===== config.mk =====
export PLATFORM = sky130hd
export DESIGN_NAME = rdt_timer
export DESIGN_NICKNAME = d
export VERILOG_FILES = /design/src/rtl/rdt_pkg.sv /design/src/rtl/rdt_ctrl.sv /design/src/rtl/rdt_len_stage.sv /design/src/rtl/rdt_cnt.sv /design/src/rtl/rdt_flags.sv /design/src/rtl/rdt_timer.sv
export SDC_FILE = /design/constraint.sdc
export NUM_CORES = 1
export LEC_CHECK = 0
export BUFFER_PORTS_ARGS = -buffer_cell sky130_fd_sc_hd__buf_2
export CORE_MARGIN = 2
export CORE_UTILIZATION = 34
export DETAILED_ROUTE_END_ITERATION = 16
export PLACE_DENSITY = 0.58
export SLEW_MARGIN = 15
export SYNTH_ARGS = -nofsm -noshare
export SYNTH_HDL_FRONTEND = slang
export SYNTH_HIERARCHICAL = 1
export SYNTH_SLANG_ARGS = --single-unit
export TNS_END_PERCENT = 100

===== constraint.sdc =====
create_clock -name clk -period 2.7 [get_ports clk]
set_clock_uncertainty 0.15 [all_clocks]
set_input_delay 0.27 -clock clk [delete_from_list [all_inputs] [get_ports clk]]
set_output_delay 0.27 -clock clk [all_outputs]
set_load 0.01 [all_outputs]

===== src/rtl/rdt_pkg.sv =====
package rdt_pkg;

    localparam int DW = 16;
    localparam int AW = 2;

    typedef enum logic [1:0] {
        ADDR_CTRL  = 2'd0,
        ADDR_DBLEN = 2'd1,
        ADDR_APLEN = 2'd2,
        ADDR_FCLR  = 2'd3
    } addr_e;

    localparam int C_MODE = 0;
    localparam int C_BUF  = 1;
    localparam int C_RUN  = 2;
    localparam int C_SRST = 3;
    localparam int C_APIE = 4;
    localparam int C_DBIE = 5;

    localparam int S_RUN   = 10;
    localparam int S_DBBSY = 9;
    localparam int S_APBSY = 8;

    // flag / length slot index: 0 = active pulse, 1 = data length
    localparam int IDX_AP = 0;
    localparam int IDX_DB = 1;
    localparam int NCMP   = 2;

    typedef struct packed {
        logic db_ie;
        logic ap_ie;
        logic run;
        logic buf_en;
        logic mode_en;
    } ctrl_t;

    function automatic logic [15:0] pack_status(input logic run,
                                                input logic [NCMP-1:0] busy,
                                                input logic [NCMP-1:0] flags);
        logic [15:0] s;
        s          = '0;
        s[S_RUN]   = run;
        s[S_DBBSY] = busy[IDX_DB];
        s[S_APBSY] = busy[IDX_AP];
        s[NCMP-1:0] = flags;
        return s;
    endfunction

endpackage


===== src/rtl/rdt_ctrl.sv =====
module rdt_ctrl
    import rdt_pkg::*;
(
    input  logic          clk,
    input  logic          rst,
    input  logic          we,
    input  logic [5:0]    wdata,
    output rdt_pkg::ctrl_t ctrl,
    output logic          srst
);
    assign srst = we & wdata[C_SRST];

    always_ff @(posedge clk) begin
        if (rst) begin
            ctrl <= '0;
        end else if (we) begin
            ctrl.mode_en <= wdata[C_MODE];
            ctrl.buf_en  <= wdata[C_BUF];
            ctrl.run     <= wdata[C_RUN] & ~wdata[C_SRST];
            ctrl.ap_ie   <= wdata[C_APIE];
            ctrl.db_ie   <= wdata[C_DBIE];
        end
    end
endmodule


===== src/rtl/rdt_len_stage.sv =====
module rdt_len_stage #(
    parameter int W = 16
) (
    input  logic         clk,
    input  logic         rst,
    input  logic         we,
    input  logic [W-1:0] wdata,
    input  logic         buf_en,
    input  logic         xfer_ok,
    output logic [W-1:0] act,
    output logic         busy
);
    logic [W-1:0] stage_q;

    always_ff @(posedge clk) begin
        if (rst) begin
            stage_q <= '0;
            act     <= '0;
            busy    <= 1'b0;
        end else begin
            if (busy && xfer_ok) begin
                act  <= stage_q;
                busy <= 1'b0;
            end
            if (we) begin
                if (!buf_en) begin
                    act <= wdata;
                end else if (!busy) begin
                    stage_q <= wdata;
                    busy    <= 1'b1;
                end
            end
        end
    end
endmodule


===== src/rtl/rdt_cnt.sv =====
module rdt_cnt #(
    parameter int W = 16
) (
    input  logic         clk,
    input  logic         rst,
    input  logic         srst,
    input  logic         run,
    input  logic         tick,
    input  logic [W-1:0] period,
    output logic [W-1:0] cnt,
    output logic         adv,
    output logic         cyc_end
);
    assign adv     = run & tick & ~srst;
    assign cyc_end = adv & (cnt >= period);

    always_ff @(posedge clk) begin
        if (rst || srst || !run) begin
            cnt <= '0;
        end else if (adv) begin
            cnt <= cyc_end ? '0 : cnt + 1'b1;
        end
    end
endmodule


===== src/rtl/rdt_flags.sv =====
module rdt_flags #(
    parameter int W = 16,
    parameter int N = 2
) (
    input  logic             clk,
    input  logic             rst,
    input  logic             srst,
    input  logic             adv,
    input  logic [W-1:0]     cnt,
    input  logic [N*W-1:0]   cmp,
    input  logic             clr_we,
    input  logic [N-1:0]     clr_mask,
    output logic [N-1:0]     flags
);
    logic [N-1:0] hit;

    for (genvar i = 0; i < N; i++) begin : g_cmp
        assign hit[i] = adv & (cnt == cmp[i*W +: W]);

        always_ff @(posedge clk) begin
            if (rst || srst) begin
                flags[i] <= 1'b0;
            end else if (hit[i]) begin
                flags[i] <= 1'b1;
            end else if (clr_we && clr_mask[i]) begin
                flags[i] <= 1'b0;
            end
        end
    end
endmodule


===== src/rtl/rdt_timer.sv =====
module rdt_timer
    import rdt_pkg::*;
#(
    parameter int W = rdt_pkg::DW
) (
    input  logic                 clk,
    input  logic                 rst,
    input  logic                 tick,
    input  logic                 wr_en,
    input  logic [rdt_pkg::AW-1:0] wr_addr,
    input  logic [W-1:0]         wr_data,
    output logic [15:0]          status,
    output logic [W-1:0]         cnt,
    output logic [W-1:0]         db_len,
    output logic [W-1:0]         ap_len,
    output logic                 irq
);
    ctrl_t            ctrl;
    logic             srst_p;
    logic             run;
    logic             buf_en;
    logic             adv;
    logic             cyc_end;
    logic [NCMP-1:0]  busy;
    logic [NCMP-1:0]  flags;
    logic [W-1:0]     act [NCMP];
    logic [NCMP*W-1:0] cmp_flat;

    assign run    = ctrl.run;
    assign buf_en = ctrl.buf_en;

    rdt_ctrl u_ctrl (
        .clk   (clk),
        .rst   (rst),
        .we    (wr_en && (wr_addr == ADDR_CTRL)),
        .wdata (wr_data[5:0]),
        .ctrl  (ctrl),
        .srst  (srst_p)
    );

    rdt_cnt #(.W(W)) u_cnt (
        .clk     (clk),
        .rst     (rst),
        .srst    (srst_p),
        .run     (run),
        .tick    (tick),
        .period  (db_len),
        .cnt     (cnt),
        .adv     (adv),
        .cyc_end (cyc_end)
    );

    for (genvar i = 0; i < NCMP; i++) begin : g_len
        localparam addr_e SLOT_ADDR = (i == IDX_DB) ? ADDR_DBLEN : ADDR_APLEN;
        rdt_len_stage #(.W(W)) u_stage (
            .clk     (clk),
            .rst     (rst),
            .we      (wr_en && (wr_addr == SLOT_ADDR) && ctrl.mode_en),
            .wdata   (wr_data),
            .buf_en  (buf_en),
            .xfer_ok (!run || cyc_end),
            .act     (act[i]),
            .busy    (busy[i])
        );
        assign cmp_flat[i*W +: W] = act[i];
    end

    assign db_len = act[IDX_DB];
    assign ap_len = act[IDX_AP];

    rdt_flags #(.W(W), .N(NCMP)) u_flags (
        .clk      (clk),
        .rst      (rst),
        .srst     (srst_p),
        .adv      (adv),
        .cnt      (cnt),
        .cmp      (cmp_flat),
        .clr_we   (wr_en && (wr_addr == ADDR_FCLR)),
        .clr_mask (wr_data[NCMP-1:0]),
        .flags    (flags)
    );

    assign status = pack_status(run, busy, flags);
    assign irq    = (flags[IDX_DB] & ctrl.db_ie) | (flags[IDX_AP] & ctrl.ap_ie);

endmodule


# After elaboration in Yosys (flattened, before gate mapping)
# Index checks and enable logic that the tools add are counted.
# W data, S select, Z words.
# word_totals
regBits	89
input_bits	22
word_cells	73
# classes
addsub	1
order_cmp	1
eq_ne	5
mux	19
bitwise_logic	14
reduce_logical	19
# ops
cell	n
$mux W16	7
$eq A16 B16 Y1	2
$add A16 B1 Y16 const B	1
$ge A16 B16 Y1	1
$mux W1	12
$logic_and A1 B1 Y1	10
$and A1 B1 Y1	9
$reduce_and A3 Y1	2
$eq A2 B2 Y1 const B	2
$not A1 Y1	4
$reduce_bool A2 Y1	2
$logic_or A1 B1 Y1	3
$eq A2 B1 Y1 const B	1
$logic_not A2 Y1	1
$logic_not A1 Y1	1
$or A1 B1 Y1	1

# Longest topological paths before layout
# Gate-level depths: netlist of the first run.
# depth
ltp_word	12
ltp_mapped	14
mapped_depth_nobuf	11

# Hierarchy
# The synthesis of the first run kept the hierarchy.
# modules_own_cells
module	instances	cells_per_inst	area_per_inst_um2	seq_area_each_um2
rdt_len_stage	2	166	1365.1	660.6
rdt_cnt	1	140	1253.7	320.3
rdt_flags	1	53	439.2	40.0
rdt_ctrl	1	18	196.4	100.1
rdt_timer	1	18	136.4	0.0

# Worst setup path before layout of the first run
# Ideal clock, no wire load.
# synth_path
path_kind	reg2reg
startpoint	register u_cnt.cnt[13]
endpoint	register g_len[1].u_stage.act[0]
t_arrival_ns	2.557
required_ns	2.459
path_slack_ns	-0.098
stages_incl_launch_ff	14
n_path_buf	3
period_less_slack_ns	2.798
cell_sequence	dfxtp_1 -> ha_1 -> a21oi_1 -> o21ai_1 -> nor4_4 -> o21ai_2 -> buf_6 -> and2_1 -> nand2b_1 -> buf_4 -> nand2_4 -> buf_4 -> nand2_1 -> a311oi_1
# synth_between
elab_chain_len	7
# synth_rtl
item	line	text
from (decl)	rdt_cnt.sv:10	output logic [W-1:0] cnt,
from (signal assigned)	rdt_cnt.sv:21	cnt <= cyc_end ? '0 : cnt + 1'b1;
$ge A16 B16 Y1 (*)	rdt_cnt.sv:15	assign cyc_end = adv & (cnt >= period);
$and A1 B1 Y1 (*)	rdt_cnt.sv:15	
net cyc_end	rdt_timer.sv:23	logic cyc_end;
$logic_or A1 B1 Y1 (*)	rdt_timer.sv:61	.xfer_ok (!run || cyc_end),
$logic_and A1 B1 Y1 (*)	rdt_len_stage.sv:21	if (busy && xfer_ok) begin
$mux W16 (*)	rdt_len_stage.sv:21	
$mux W16	rdt_len_stage.sv:26	if (!buf_en) begin
$mux W16 (*)	rdt_len_stage.sv:25	if (we) begin
to (signal assigned)	rdt_len_stage.sv:22	act <= stage_q;
to (signal assigned)	rdt_len_stage.sv:27	act <= wdata;
to (decl)	rdt_len_stage.sv:10	output logic [W-1:0] act,
# Mark *: on every way through the listed nets, which the timed path passes. The rest lies on a longest branch.
# A chain may end at the register's enable or synchronous reset.

# Worst setup path after layout of the first run
# layout_path
startpoint	register g_len[1].u_stage.act[13]
endpoint	register g_len[0].u_stage.act[4]
# layout_between
elab_chain_len	7
# layout_rtl
item	line
$ge A16 B16 Y1 (*)	rdt_cnt.sv:15
$and A1 B1 Y1 (*)	rdt_cnt.sv:15
net cyc_end	rdt_timer.sv:23
$logic_or A1 B1 Y1 (*)	rdt_timer.sv:61
$logic_and A1 B1 Y1 (*)	rdt_len_stage.sv:21
$mux W16 (*)	rdt_len_stage.sv:21
$mux W16	rdt_len_stage.sv:26
$mux W16 (*)	rdt_len_stage.sv:25
to (signal assigned)	rdt_len_stage.sv:22
to (signal assigned)	rdt_len_stage.sv:27
to (decl)	rdt_len_stage.sv:10
# Marks and branches as above.

==> insert_results.sql, run 1 <==
INSERT INTO impl_metrics (metric_group, metric, value, unit) VALUES
('timing', 'fmaxAchievable', '388.0', 'MHz'),
('floorplan', 'die_height', '122.3', 'µm'),
('timing', 'drv_slew', '0', ''),
('worst_hold_path', 'timing.hold.worst.class', 'primary input to register', ''),
('clocking', 'post_cts.repair.setup_buffers', '0', ''),
('finish', 'count_of_filler_cells_inserted_in_the_layout', '1407', ''),
('global_route', 'grt_start_max_net_pins', '72', ''),
('clocking', 'clock_sinks', '89', ''),
('run', 'maxCapViolations', '0', ''),
('synth', 'synthesis.instances', '561', ''),
('synth', 'synth_compound_area_frac', '0.1526', ''),
('synth', 'synth_mux_area_frac', '0.01052', ''),
('global_route', 'grt_use_met2', '0.3191', ''),
('setup_path', 'cp.arrival', '2670', 'ps'),
('setup_path', 'timing.critical_path.slowest_cell_delay', '320', 'ps'),
('clocking', 'tritoncts.num_buffers', '9', ''),
('floorplan', 'placement_rows', '43', ''),
('synth', 'dominant_combinational_cell_family_by_area_after_synthesis', 'simple AND/OR/NAND/NOR gates', ''),
('drt', 'first_iter_violations', '478', ''),
('setup_path', 'cp_num_buf_inv', '1', ''),
('setup_path', 'cp-end-kind', 'register', ''),
('setup_path', 'timing_worst_setup_path_type', 'register to register', ''),
('synth', 'synth-seq-cells', '89', ''),
('placed_design', 'gp_congestion', '0.9038', ''),
('worst_hold_path', 'hp-start', 'wr_data[14]', ''),
('drt', 'vias', '4471', ''),
('floorplan', 'floorplan.die_area', '14950', 'µm²'),
('clocking', 'clock_insertion_delay_at_the_later_pin_of_the_skew_report', '350', 'ps'),
('timing', 'period_share', '0.9546', ''),
('global_route', 'gr-usage-met1', '0.2644', ''),
('global_route', 'wire_length_of_the_first_global_routing_pass', '22.79', 'mm'),
('synth', 'synth_cell_types', '47', ''),
('setup_path', 'startpoint', 'g_len[1].u_stage/act[13]$_SDFF_PP0_', ''),
('global_route', 'grt_remaining_overflow', '0', ''),
('timing', 'hold_ws', '67.21', 'ps'),
('global_route', 'grt_use_total', '0.2034', ''),
('setup_path', 'worst_path_dominant_cell_family', 'simple AND/OR/NAND/NOR gates', ''),
('run_status', 'run_status', 'finished, final reports clean', ''),
('drt', 'wl', '15.21', 'mm'),
('global_route', 'grt-busiest-layer', 'met2', ''),
('clocking', 'htreeDepth', '3', ''),
('drt', 'first_pass_iters', '6', ''),
('clocking', 'clk_path_buf_depth', '2', ''),
('pwr', 'p_per_area', '473.5', 'nW/µm²'),
('setup_path', 'worstPathCellList', 'inv_1, ha_1, a21oi_1, o21ai_1, nor4_4, o21ai_2, and2_1, nand2b_4, nand2_8, nand2_1, a311oi_1', ''),
('finish', 'finalCoreUtilization', '0.4121', ''),
('timing', 'report.final.hold_viol_count', '0', ''),
('pwr', 'power.leakage', '2.365', 'nW'),
('global_route', 'initial_antenna_violation_count', '0', ''),
('global_route', 'first_global_vias', '4089', ''),
('global_route', 'grt_met3_use', '0.04043', ''),
('synth', 'post_synth.cell_area_avg', '8.477', 'µm²'),
('finish', 'areaGrowthSynthToFinish', '19.34', '%'),
('synth', 'synth_edf_count', '0', ''),
('setup_path', 'worstPathRequired', '2800', 'ps'),
('synth', 'syn_area', '4756', 'µm²'),
('finish', 'fin_nets', '688', ''),
('placed_design', 'dp_hpwl', '10.98', 'mm'),
('drt', 'routedWlPerCell', '18.23', 'µm'),
('floorplan', 'die_width', '122.3', 'µm'),
('floorplan', 'initial_utilization', '0.3453', ''),
('finish', 'drive_gt1_frac', '0.2462', ''),
('synth', 'post_synth_xor_area_fraction', '0.08471', ''),
('finish', 'diodes', '0', ''),
('drt', 'ant_nets', '0', ''),
('setup_path', 'worstPathMaxFanout', '16', ''),
('setup_path', 'critical_path.startpoint_type', 'register', ''),
('timing', 'post-route-min-period', '2577', 'ps'),
('timing', 'max-slew-margin-rel', '0.4679', ''),
('placed_design', 'placement.io_buffers', '75', ''),
('setup_path', 'slowest_stage', 'sky130_fd_sc_hd__dfxtp_2', '');
-- placed cells by master (no fill, tap or decap), types with 10 or more instances in the layout --
cell and instances:
sky130_fd_sc_hd__nand2_1 109, sky130_fd_sc_hd__dfxtp_1 83, sky130_fd_sc_hd__buf_2 75, sky130_fd_sc_hd__nor2_1 43, sky130_fd_sc_hd__nand3_1 42, sky130_fd_sc_hd__a21oi_1 40
sky130_fd_sc_hd__buf_4 37, sky130_fd_sc_hd__a311oi_1 32, sky130_fd_sc_hd__xor2_1 30, sky130_fd_sc_hd__ha_1 17, sky130_fd_sc_hd__inv_1 16, sky130_fd_sc_hd__xnor2_1 16
sky130_fd_sc_hd__conb_1 11, sky130_fd_sc_hd__a211oi_2 10
-- through the flow --
step | cell area (µm²) | TNS, ps | instances | total power, W | setup WS [ps]
4_1_cts | 5644 | 0 | 833 | 0.002697 | 44.34
6_report | 5675 | 0 | 834 | 0.002687 | 122.6
3_3_place_gp | 5355 | 0 | 817 | 0.001487 | 118.9
5_1_grt | 5675 | -2.848 | 834 | 0.002772 | -2.848
3_5_place_dp | 5355 | 0 | 817 | 0.001489 | 31.81
2_1_floorplan | 4808 | 0 | 571 | 0.001436 | 1.259
-- what timing repair did --
action / CTS / global route
gates resized for setup: 1 / 5
endpoints found under the setup margin: 12 / 34
gates cloned: 0 / 1
hold buffers: 0 / 0
pin swaps: 0 / 1
-- cell usage after synthesis, types with 2 or more instances --
cell                       instances  share of area
sky130_fd_sc_hd__a211oi_1          6         0.0095
sky130_fd_sc_hd__a211oi_2         10          0.026
sky130_fd_sc_hd__a21oi_1          40          0.042
sky130_fd_sc_hd__a311oi_1         32          0.059
sky130_fd_sc_hd__and2_1            3         0.0039
sky130_fd_sc_hd__and3b_1           3         0.0055
sky130_fd_sc_hd__and4_1            4         0.0074
sky130_fd_sc_hd__and4b_1           3         0.0063
sky130_fd_sc_hd__buf_1             2         0.0016
sky130_fd_sc_hd__buf_2             7         0.0074
sky130_fd_sc_hd__buf_4            23          0.036
sky130_fd_sc_hd__buf_6             8          0.019
sky130_fd_sc_hd__clkbuf_1          7         0.0055
sky130_fd_sc_hd__dfxtp_1          89           0.37
sky130_fd_sc_hd__ha_1             17          0.045
sky130_fd_sc_hd__inv_1            16          0.013
sky130_fd_sc_hd__mux2i_1           5          0.011
sky130_fd_sc_hd__nand2_1         109          0.086
sky130_fd_sc_hd__nand2_4           2         0.0047
sky130_fd_sc_hd__nand2b_1          5         0.0066
sky130_fd_sc_hd__nand2b_2          2         0.0037
sky130_fd_sc_hd__nand3_1          42          0.044
sky130_fd_sc_hd__nand3b_4          2         0.0084
sky130_fd_sc_hd__nand4_1           7         0.0092
sky130_fd_sc_hd__nor2_1           43          0.034
sky130_fd_sc_hd__nor2b_1           2         0.0026
sky130_fd_sc_hd__nor3_1            2         0.0021
sky130_fd_sc_hd__nor4_1            4         0.0053
sky130_fd_sc_hd__o21ai_0           2         0.0021
sky130_fd_sc_hd__o21ai_1           3         0.0032
sky130_fd_sc_hd__xnor2_1          16          0.029
sky130_fd_sc_hd__xor2_1           30          0.055
-- worst paths after layout --
check	end	slack (ps)	cells past startpoint
min reg2reg	g_len[0].u_stage/stage_q[5]$_SDFFE_PP0P_	310	2
min	g_len[0].u_stage/stage_q[14]$_SDFFE_PP0P_	70	3
max reg2reg	g_len[0].u_stage/act[4]$_SDFF_PP0_	120	11
max	g_len[0].u_stage/act[4]$_SDFF_PP0_	120	11
-- per-layer routing --
layer / up-vias / wire length (µm)
li1: 2111 / -
met1: 2134 / 6607
met2: 189 / 6938
met3: 37 / 1013
met4: 0 / 646
met5: - / 0
-- worst reg2reg max path, cell delays in order (launching register included) --
cell                       delay, ps
sky130_fd_sc_hd__dfxtp_2         320
sky130_fd_sc_hd__inv_1            40
sky130_fd_sc_hd__ha_1            290
sky130_fd_sc_hd__a21oi_1         220
sky130_fd_sc_hd__o21ai_1         130
sky130_fd_sc_hd__nor4_4          320
sky130_fd_sc_hd__o21ai_2         110
sky130_fd_sc_hd__and2_1          180
sky130_fd_sc_hd__nand2b_4        210
sky130_fd_sc_hd__nand2_8         170
sky130_fd_sc_hd__nand2_1          80
sky130_fd_sc_hd__a311oi_1        270
-- registers in the layout, indices dropped and copies added, names as in the netlist --
register	cells
g_len.u_stage/act	32
g_len.u_stage/stage_q	32
u_cnt/cnt	16
u_ctrl/ctrl	5
g_len.u_stage/busy	2
u_flags/flags	2
-- area by class of cell --
type                            instances  area (µm²)  share of cell area
Sequential cell                        89        1789              0.3153
Inverter                               16       60.06             0.01058
Clock buffer                            9       225.2             0.03968
Clock inverter                          7       58.81             0.01036
Tap cell                              180       225.2             0.03968
Multi-Input combinational cell        420        2653              0.4674
Timing Repair Buffer                  113       664.4              0.1171
-- power by group --
| group | switching [W] | total [W] | internal, W |
|---|---|---|---|
| Clock | 0.000582 | 0.00122 | 0.000643 |
| Sequential | 0.00000790 | 0.00133 | 0.00132 |
| Combinational | 0.0000974 | 0.000137 | 0.0000397 |
-- logic make-up (layout without fill, tap and decap cells) --
group | after synthesis | after routing
XOR/XNOR | 46 | 46
multiplexers | 5 | 5
AND/OR/NAND/NOR | 242 | 243
buffers and inverters | 63 | 145
adder cells (fa/ha/maj) | 17 | 17
other | 1 | 11
AO/OA/AOI/OAI | 98 | 98
flip-flops | 89 | 89
Power figures use the tool's default switching activity.
==> run 2, diff against run 1 <==
- PLACE_DENSITY: 0.58 -> 0.66
==> run 2 against run 1 <==
  * Count of clock-buffer cells in the layout is 1 higher
  * Largest power group unchanged
  * Die area stayed put
  * Combinational power hardly changed
  * Largest cell class unchanged
  * Hold slack worse by 8.1 ps
==> insert_results.sql, run 2 (same netlist as run 1, synthesis figures left out) <==
INSERT INTO impl_metrics (metric_group, metric, value, unit) VALUES
('run_status', 'run_status', 'finished, final reports clean', ''),
('clocking', 'clock_pin_slew_reported_for_the_worst_setup_and_hold_paths_after_clock_tree_synthesis', '70', 'ps'),
('finish', 'top_regs', 'g_len.u_stage/act (32), g_len.u_stage/stage_q (32), u_cnt/cnt (16)', ''),
('floorplan', 'placement_rows', '43', ''),
('finish', 'areaGrowthSynthToFinish', '20.10', '%'),
('placed_design', 'preCtsSetupSlack', '-10.00', 'ps'),
('run', 'maxCapViolations', '0', ''),
('finish', 'count_of_filler_cells_inserted_in_the_layout', '1389', ''),
('drt', 'drcViolationCount', '0', ''),
('pwr', 'report.power.total', '0.002759', 'W'),
('drt', 'routedWlPerCell', '17.80', 'µm'),
('global_route', 'grt_remaining_overflow', '0', ''),
('setup_path', 'cp.arrival', '2660', 'ps'),
('drt', 'first_pass_iters', '5', ''),
('setup_path', 'worstPathRequired', '2790', 'ps'),
('floorplan', 'die_height', '122.3', 'µm'),
('global_route', 'grt-busiest-layer', 'met2', ''),
('setup_path', 'timing_worst_setup_path_type', 'register to register', ''),
('timing', 'hold_ws', '59.16', 'ps'),
('finish', 'multi_input_area', '2650', 'µm²'),
('timing', 'max_slew.worst_pin.slew', '746.3', 'ps'),
('setup_path', 'critical_path.startpoint_type', 'register', ''),
('pwr', 'power.leakage', '2.386', 'nW'),
('floorplan', 'ios', '87', ''),
('timing', 'fmaxAchievable', '388.5', 'MHz'),
('drt', 'ant_nets', '0', ''),
('global_route', 'initial_antenna_violation_count', '0', ''),
('floorplan', 'floorplan.core_area', '13770', 'µm²'),
('global_route', 'grt_start_max_net_pins', '72', ''),
('finish', 'layout.cell_area.non_filler', '5712', 'µm²'),
('pwr', 'p_per_area', '483.0', 'nW/µm²'),
('drt', 'via_per_inst', '5.205', ''),
('placed_design', 'placement.io_buffers', '75', ''),
('clocking', 'post_cts_hold_buffer_count', '0', ''),
('floorplan', 'die_width', '122.3', 'µm'),
('worst_hold_path', 'timing.hold.worst.class', 'primary input to register', ''),
('clocking', 'clock_tree_from_tritoncts', 'yes', ''),
('global_route', 'gr-usage-met1', '0.2747', ''),
('timing', 'period_share', '0.9534', ''),
('finish', 'layout.cells.most_common', 'sky130_fd_sc_hd__nand2_1', ''),
('placed_design', 'dp_hpwl', '10.69', 'mm'),
('drt', 'first_iter_violations', '423', ''),
('floorplan', 'initial_utilization', '0.3453', ''),
('placed_design', 'gp_congestion', '0.8844', ''),
('global_route', 'grt_use_total', '0.1994', ''),
('clocking', 'clock_sinks', '89', ''),
('finish', 'drive_gt1_frac', '0.2473', ''),
('clocking', 'htreeDepth', '3', ''),
('clocking', 'ctsRootBufferMaster', 'sky130_fd_sc_hd__clkbuf_16', ''),
('drt', 'wl', '14.87', 'mm'),
('finish', 'diodes', '0', ''),
('clocking', 'clock_insertion_delay_at_the_later_pin_of_the_skew_report', '350', 'ps'),
('global_route', 'grt_met3_use', '0.03253', ''),
('timing', 'report.final.hold_viol_count', '0', ''),
('finish', 'finalCoreUtilization', '0.4147', ''),
('timing', 'setup_viol', '0', ''),
('timing', 'max-slew-margin-rel', '0.5025', ''),
('timing', 'worst_slack', '125.9', 'ps'),
('setup_path', 'cp-end-kind', 'register', ''),
('finish', 'regArea', '1789', 'µm²'),
('timing', 'drv_slew', '0', ''),
('global_route', 'grt_use_met2', '0.3059', ''),
('global_route', 'wire_length_of_the_first_global_routing_pass', '22.36', 'mm'),
('global_route', 'first_global_vias', '3940', ''),
('finish', 'final_cell_mix', 'sky130_fd_sc_hd__nand2_1 (109), sky130_fd_sc_hd__dfxtp_1 (83), sky130_fd_sc_hd__buf_2 (75)', ''),
('placed_design', 'placement.cell_area', '5370', 'µm²'),
('timing', 'post-route-min-period', '2574', 'ps'),
('finish', 'fin_nets', '689', ''),
('clocking', 'tritoncts.num_buffers', '9', ''),
('drt', 'vias', '4346', ''),
('clocking', 'clk_path_buf_depth', '2', ''),
('pwr', 'ir_drop', '303.9', 'µV'),
('setup_path', 'worstPathMaxFanout', '16', ''),
('floorplan', 'floorplan.die_area', '14950', 'µm²');
run 2: cell types whose count changed in the layout (fill, tap and decap cells not counted):
cell	previous run	this run
sky130_fd_sc_hd__clkinv_2	1	2
sky130_fd_sc_hd__nand2_8	1	2
sky130_fd_sc_hd__inv_6	4	2
sky130_fd_sc_hd__clkbuf_8	0	1
sky130_fd_sc_hd__bufinv_16	0	1
sky130_fd_sc_hd__inv_8	1	0
sky130_fd_sc_hd__nand2_4	2	0
sky130_fd_sc_hd__buf_6	1	2
sky130_fd_sc_hd__buf_4	37	38
run 2: through the flow:
step | setup TNS (ps) | std cells
finish | 0 | 835
global route | -3.523 | 835
CTS | 0 | 835
detailed placement | -10.00 | 819
global placement | 0 | 819
floorplan | 0 | 571
run 2: per-layer routing:
layer / part of all wire / vias to the layer above
met5: 0 / -
met4: 0.023 / 0
met3: 0.062 / 22
met2: 0.47 / 170
met1: 0.45 / 2039
li1: - / 2115
run 2: final timing paths:
kind | start | end | slack (ps) | cells after the start
setup / recovery | g_len[1].u_stage/act[13]$_SDFF_PP0_ | g_len[1].u_stage/act[8]$_SDFF_PP0_ | 130 | 11
hold reg to reg | g_len[0].u_stage/stage_q[11]$_SDFFE_PP0P_ | g_len[0].u_stage/stage_q[11]$_SDFFE_PP0P_ | 310 | 2
hold / removal | wr_data[12] | g_len[0].u_stage/stage_q[12]$_SDFFE_PP0P_ | 60 | 3
setup reg to reg | g_len[1].u_stage/act[13]$_SDFF_PP0_ | g_len[1].u_stage/act[8]$_SDFF_PP0_ | 130 | 11
run 2: final cells by class:
| type | instances | area share |
|---|---|---|
| repair buffers | 115 | 0.1196 |
| clock inverters | 6 | 0.01139 |
| clock buffers | 10 | 0.04184 |
| flip-flops and latches | 89 | 0.3133 |
| inverters | 16 | 0.01051 |
| well taps | 180 | 0.03943 |
| multi-input cells | 419 | 0.4640 |
run 2: what timing repair did:
item | CTS | global route
pin swaps | 0 | 1
endpoints found under the setup margin | 7 | 34
gates resized for setup | 1 | 6
buffers inserted | 0 | 0
run 2: worst max-delay path: stages, from the launching register on:
cell and delay [ps]:
sky130_fd_sc_hd__dfxtp_2 340, sky130_fd_sc_hd__inv_1 50, sky130_fd_sc_hd__ha_1 290, sky130_fd_sc_hd__a21oi_1 180
sky130_fd_sc_hd__o21ai_1 110, sky130_fd_sc_hd__nor4_4 320, sky130_fd_sc_hd__o21ai_2 100, sky130_fd_sc_hd__and2_1 180
sky130_fd_sc_hd__nand2b_4 210, sky130_fd_sc_hd__nand2_8 160, sky130_fd_sc_hd__nand2_1 70, sky130_fd_sc_hd__a311oi_1 300
run 2: report_power, final:
group / leakage (nW) / total (W) / internal [W] / switching, W
clock: 0.149 / 0.00129 / 0.000746 / 0.000549
combinational: 1.52 / 0.000138 / 0.0000402 / 0.0000976
sequential: 0.720 / 0.00133 / 0.00132 / 0.00000736
==> run 3, diff against run 2 <==
- BUFFER_PORTS_ARGS: -buffer_cell sky130_fd_sc_hd__buf_2 -> -buffer_cell sky130_fd_sc_hd__buf_4
- RECOVER_POWER: not set -> 100
==> run 3 against run 2 <==
  * Register-to-register slack lost 30 ps
  * Power grew 2.3%
  * Global-route usage grew 0.47 points
  * Die area is the same
  * Fmax shrank 1.1%
  * Combinational power grew 6%
  * Critical endpoint is now g_len[1].u_stage/act[14]$_SDFF_PP0_
  * Utilization grew 0.11 points
  * Highest routed layer unchanged
  * Design area grew 0.26%
  * Hold slack lost 40 ps
  * Sequential share of layout area shrank 0.10 points
==> insert_results.sql, run 3 (same netlist as run 1, synthesis figures left out) <==
INSERT INTO impl_metrics (metric_group, metric, value, unit) VALUES
('global_route', 'first_global_vias', '4239', ''),
('timing', 'fin_tns_setup', '0', 'ps'),
('drt', 'first_pass_iters', '5', ''),
('clocking', 'htreeDepth', '3', ''),
('placed_design', 'gp_congestion', '0.9136', ''),
('floorplan', 'die_width', '122.3', 'µm'),
('timing', 'report.final.hold_viol_count', '0', ''),
('run', 'maxCapViolations', '0', ''),
('finish', 'layout.cells.most_common', 'sky130_fd_sc_hd__nand2_1', ''),
('placed_design', 'dp_hpwl', '11.04', 'mm'),
('setup_path', 'critical_path.startpoint_type', 'register', ''),
('setup_path', 'cp_num_buf_inv', '2', ''),
('setup_path', 'cp-end-kind', 'register', ''),
('finish', 'fin_nets', '688', ''),
('clocking', 'ctsRootBufferMaster', 'sky130_fd_sc_hd__clkbuf_16', ''),
('placed_design', 'placement.io_buffers', '75', ''),
('global_route', 'grt_start_max_net_pins', '71', ''),
('pwr', 'p_clk_frac', '0.479', ''),
('clocking', 'post_cts_hold_buffer_count', '0', ''),
('finish', 'drive_gt1_frac', '0.1713', ''),
('setup_path', 'timing_worst_setup_path_type', 'register to register', ''),
('floorplan', 'placement_rows', '43', ''),
('timing', 'grt_setup_unrepaired', 'yes', ''),
('pwr', 'comb_power_share', '0.052', ''),
('worst_hold_path', 'hp-start', 'rst', ''),
('drt', 'via_per_inst', '5.357', ''),
('setup_path', 'slowest_stage', 'sky130_fd_sc_hd__dfxtp_1', ''),
('finish', 'count_of_filler_cells_inserted_in_the_layout', '1396', ''),
('clocking', 'post_cts.repair.setup_buffers', '0', ''),
('finish', 'diodes', '0', ''),
('global_route', 'wire_length_of_the_first_global_routing_pass', '23.25', 'mm'),
('finish', 'areaGrowthSynthToFinish', '20.42', '%'),
('worst_hold_path', 'timing.hold.worst.class', 'primary input to register', ''),
('floorplan', 'floorplan.core_area', '13770', 'µm²'),
('pwr', 'ir_drop', '358.7', 'µV'),
('setup_path', 'worst_path_dominant_cell_family', 'simple AND/OR/NAND/NOR gates', ''),
('finish', 'top_regs', 'g_len.u_stage/act (32), g_len.u_stage/stage_q (32), u_cnt/cnt (16)', ''),
('finish', 'finalCoreUtilization', '0.4158', ''),
('run_status', 'run_status', 'finished, final reports clean', ''),
('clocking', 'clock_sinks', '89', ''),
('setup_path', 'cp.arrival', '2690', 'ps'),
('setup_path', 'timing.critical_path.slowest_cell_delay', '330', 'ps'),
('setup_path', 'worstPathCellList', 'inv_1, ha_1, nand4_1, nor2_1, nand3_1, o21ai_2, and2_1, nand2b_4, buf_4, nand3_1, a311oi_1', ''),
('drt', 'first_iter_violations', '442', ''),
('clocking', 'tritoncts.num_buffers', '9', ''),
('clocking', 'cts-resized-gates', '1', ''),
('clocking', 'clock_tree_from_tritoncts', 'yes', ''),
('setup_path', 'r2r_start', 'g_len[1].u_stage/act[15]$_SDFF_PP0_', ''),
('global_route', 'initial_antenna_violation_count', '0', ''),
('setup_path', 'worstPathRequired', '2790', 'ps'),
('floorplan', 'initial_utilization', '0.3453', ''),
('pwr', 'power.leakage', '2.200', 'nW'),
('pwr', 'sw_pwr', '0.0006402', 'W'),
('setup_path', 'startpoint', 'g_len[1].u_stage/act[15]$_SDFF_PP0_', ''),
('pwr', 'intPower', '0.002182', 'W'),
('clocking', 'clock_insertion_delay_at_the_later_pin_of_the_skew_report', '340', 'ps'),
('timing', 'max-slew-margin-rel', '0.4951', ''),
('pwr', 'p_per_area', '492.9', 'nW/µm²'),
('floorplan', 'floorplan.die_area', '14950', 'µm²'),
('drt', 'drcViolationCount', '0', ''),
('drt', 'routedWlPerCell', '18.21', 'µm'),
('timing', 'hold_ws', '19.04', 'ps'),
('timing', 'fmaxAchievable', '384.2', 'MHz'),
('setup_path', 'worstPathMaxFanout', '16', ''),
('drt', 'wl', '15.19', 'mm'),
('timing', 'setup_viol', '0', ''),
('timing', 'period_share', '0.9639', ''),
('pwr', 'power.share.switching', '0.2268', ''),
('timing', 'max_slew.worst_pin.slew', '757.4', 'ps'),
('floorplan', 'die_height', '122.3', 'µm'),
('global_route', 'grt_use_total', '0.2040', ''),
('drt', 'vias', '4468', ''),
('timing', 'drv_slew', '0', ''),
('clocking', 'clk_path_buf_depth', '2', ''),
('clocking', 'clock_pin_slew_reported_for_the_worst_setup_and_hold_paths_after_clock_tree_synthesis', '70', 'ps'),
('finish', 'final_cell_mix', 'sky130_fd_sc_hd__nand2_1 (109), sky130_fd_sc_hd__dfxtp_1 (84), sky130_fd_sc_hd__buf_4 (66)', ''),
('timing', 'post-route-min-period', '2603', 'ps'),
('setup_path', 'crit_path_frequent_cell', 'sky130_fd_sc_hd__nand3_1', ''),
('global_route', 'grt_remaining_overflow', '0', ''),
('floorplan', 'ios', '87', ''),
('drt', 'ant_nets', '0', ''),
('pwr', 'seqPwrFrac', '0.470', '');
==> run 3: cell types whose count changed in the layout (fill, tap and decap cells not counted), sizes merged <==
cell / previous run / this run
buf: 115 / 67
clkbuf: 10 / 57
bufinv: 1 / 2
clkinv: 2 / 3
clkinvlp: 1 / 0
inv: 18 / 17
==> run 3: final cells by class <==
class	instances	area, µm²	share of cell area
multi-input combinational	419	2650	0.4627
clock buffer	10	229.0	0.03998
inverter	16	60.06	0.01049
clock inverter	6	91.34	0.01595
tap	180	225.2	0.03933
sequential	89	1788	0.3122
timing repair buffer	114	683.2	0.1193
==> run 3: final timing paths <==
kind,cells past startpoint,slack [ps],end
max,11,100,g_len[1].u_stage/act[14]$_SDFF_PP0_
min,2,20,u_ctrl/ctrl[2]$_SDFFE_PP0P_
max reg2reg,11,100,g_len[1].u_stage/act[14]$_SDFF_PP0_
min reg2reg,2,310,g_len[0].u_stage/stage_q[10]$_SDFFE_PP0P_
==> run 3: metal layers <==
metal | part of all wire | global-route usage
met5 | 0 | 0
met2 | 0.47 | 0.3243
met4 | 0.033 | 0.09555
met3 | 0.065 | 0.03578
met1 | 0.44 | 0.2689
==> run 3: power groups by stage <==
stage | Sequential, W | Clock (W) | Combinational [W]
global placement | 0.00136 | 0 | 0.000143
detailed placement | 0.00136 | 0 | 0.000145
finish | 0.00133 | 0.00135 | 0.000146
CTS | 0.00133 | 0.00136 | 0.000146
global route | 0.00133 | 0.00142 | 0.000153
floorplan | 0.00136 | 0 | 0.0000802
==> run 3: through the flow <==
stage,cells,total power (W),cell area (µm²),worst slack [ps]
floorplan,571,0.001436,4808,1.259
global placement,818,0.001499,5550,127.3
detailed placement,818,0.001501,5550,18.49
CTS,834,0.002836,5876,29.76
global route,834,0.002903,5727,-43.36
finish,834,0.002822,5727,97.39
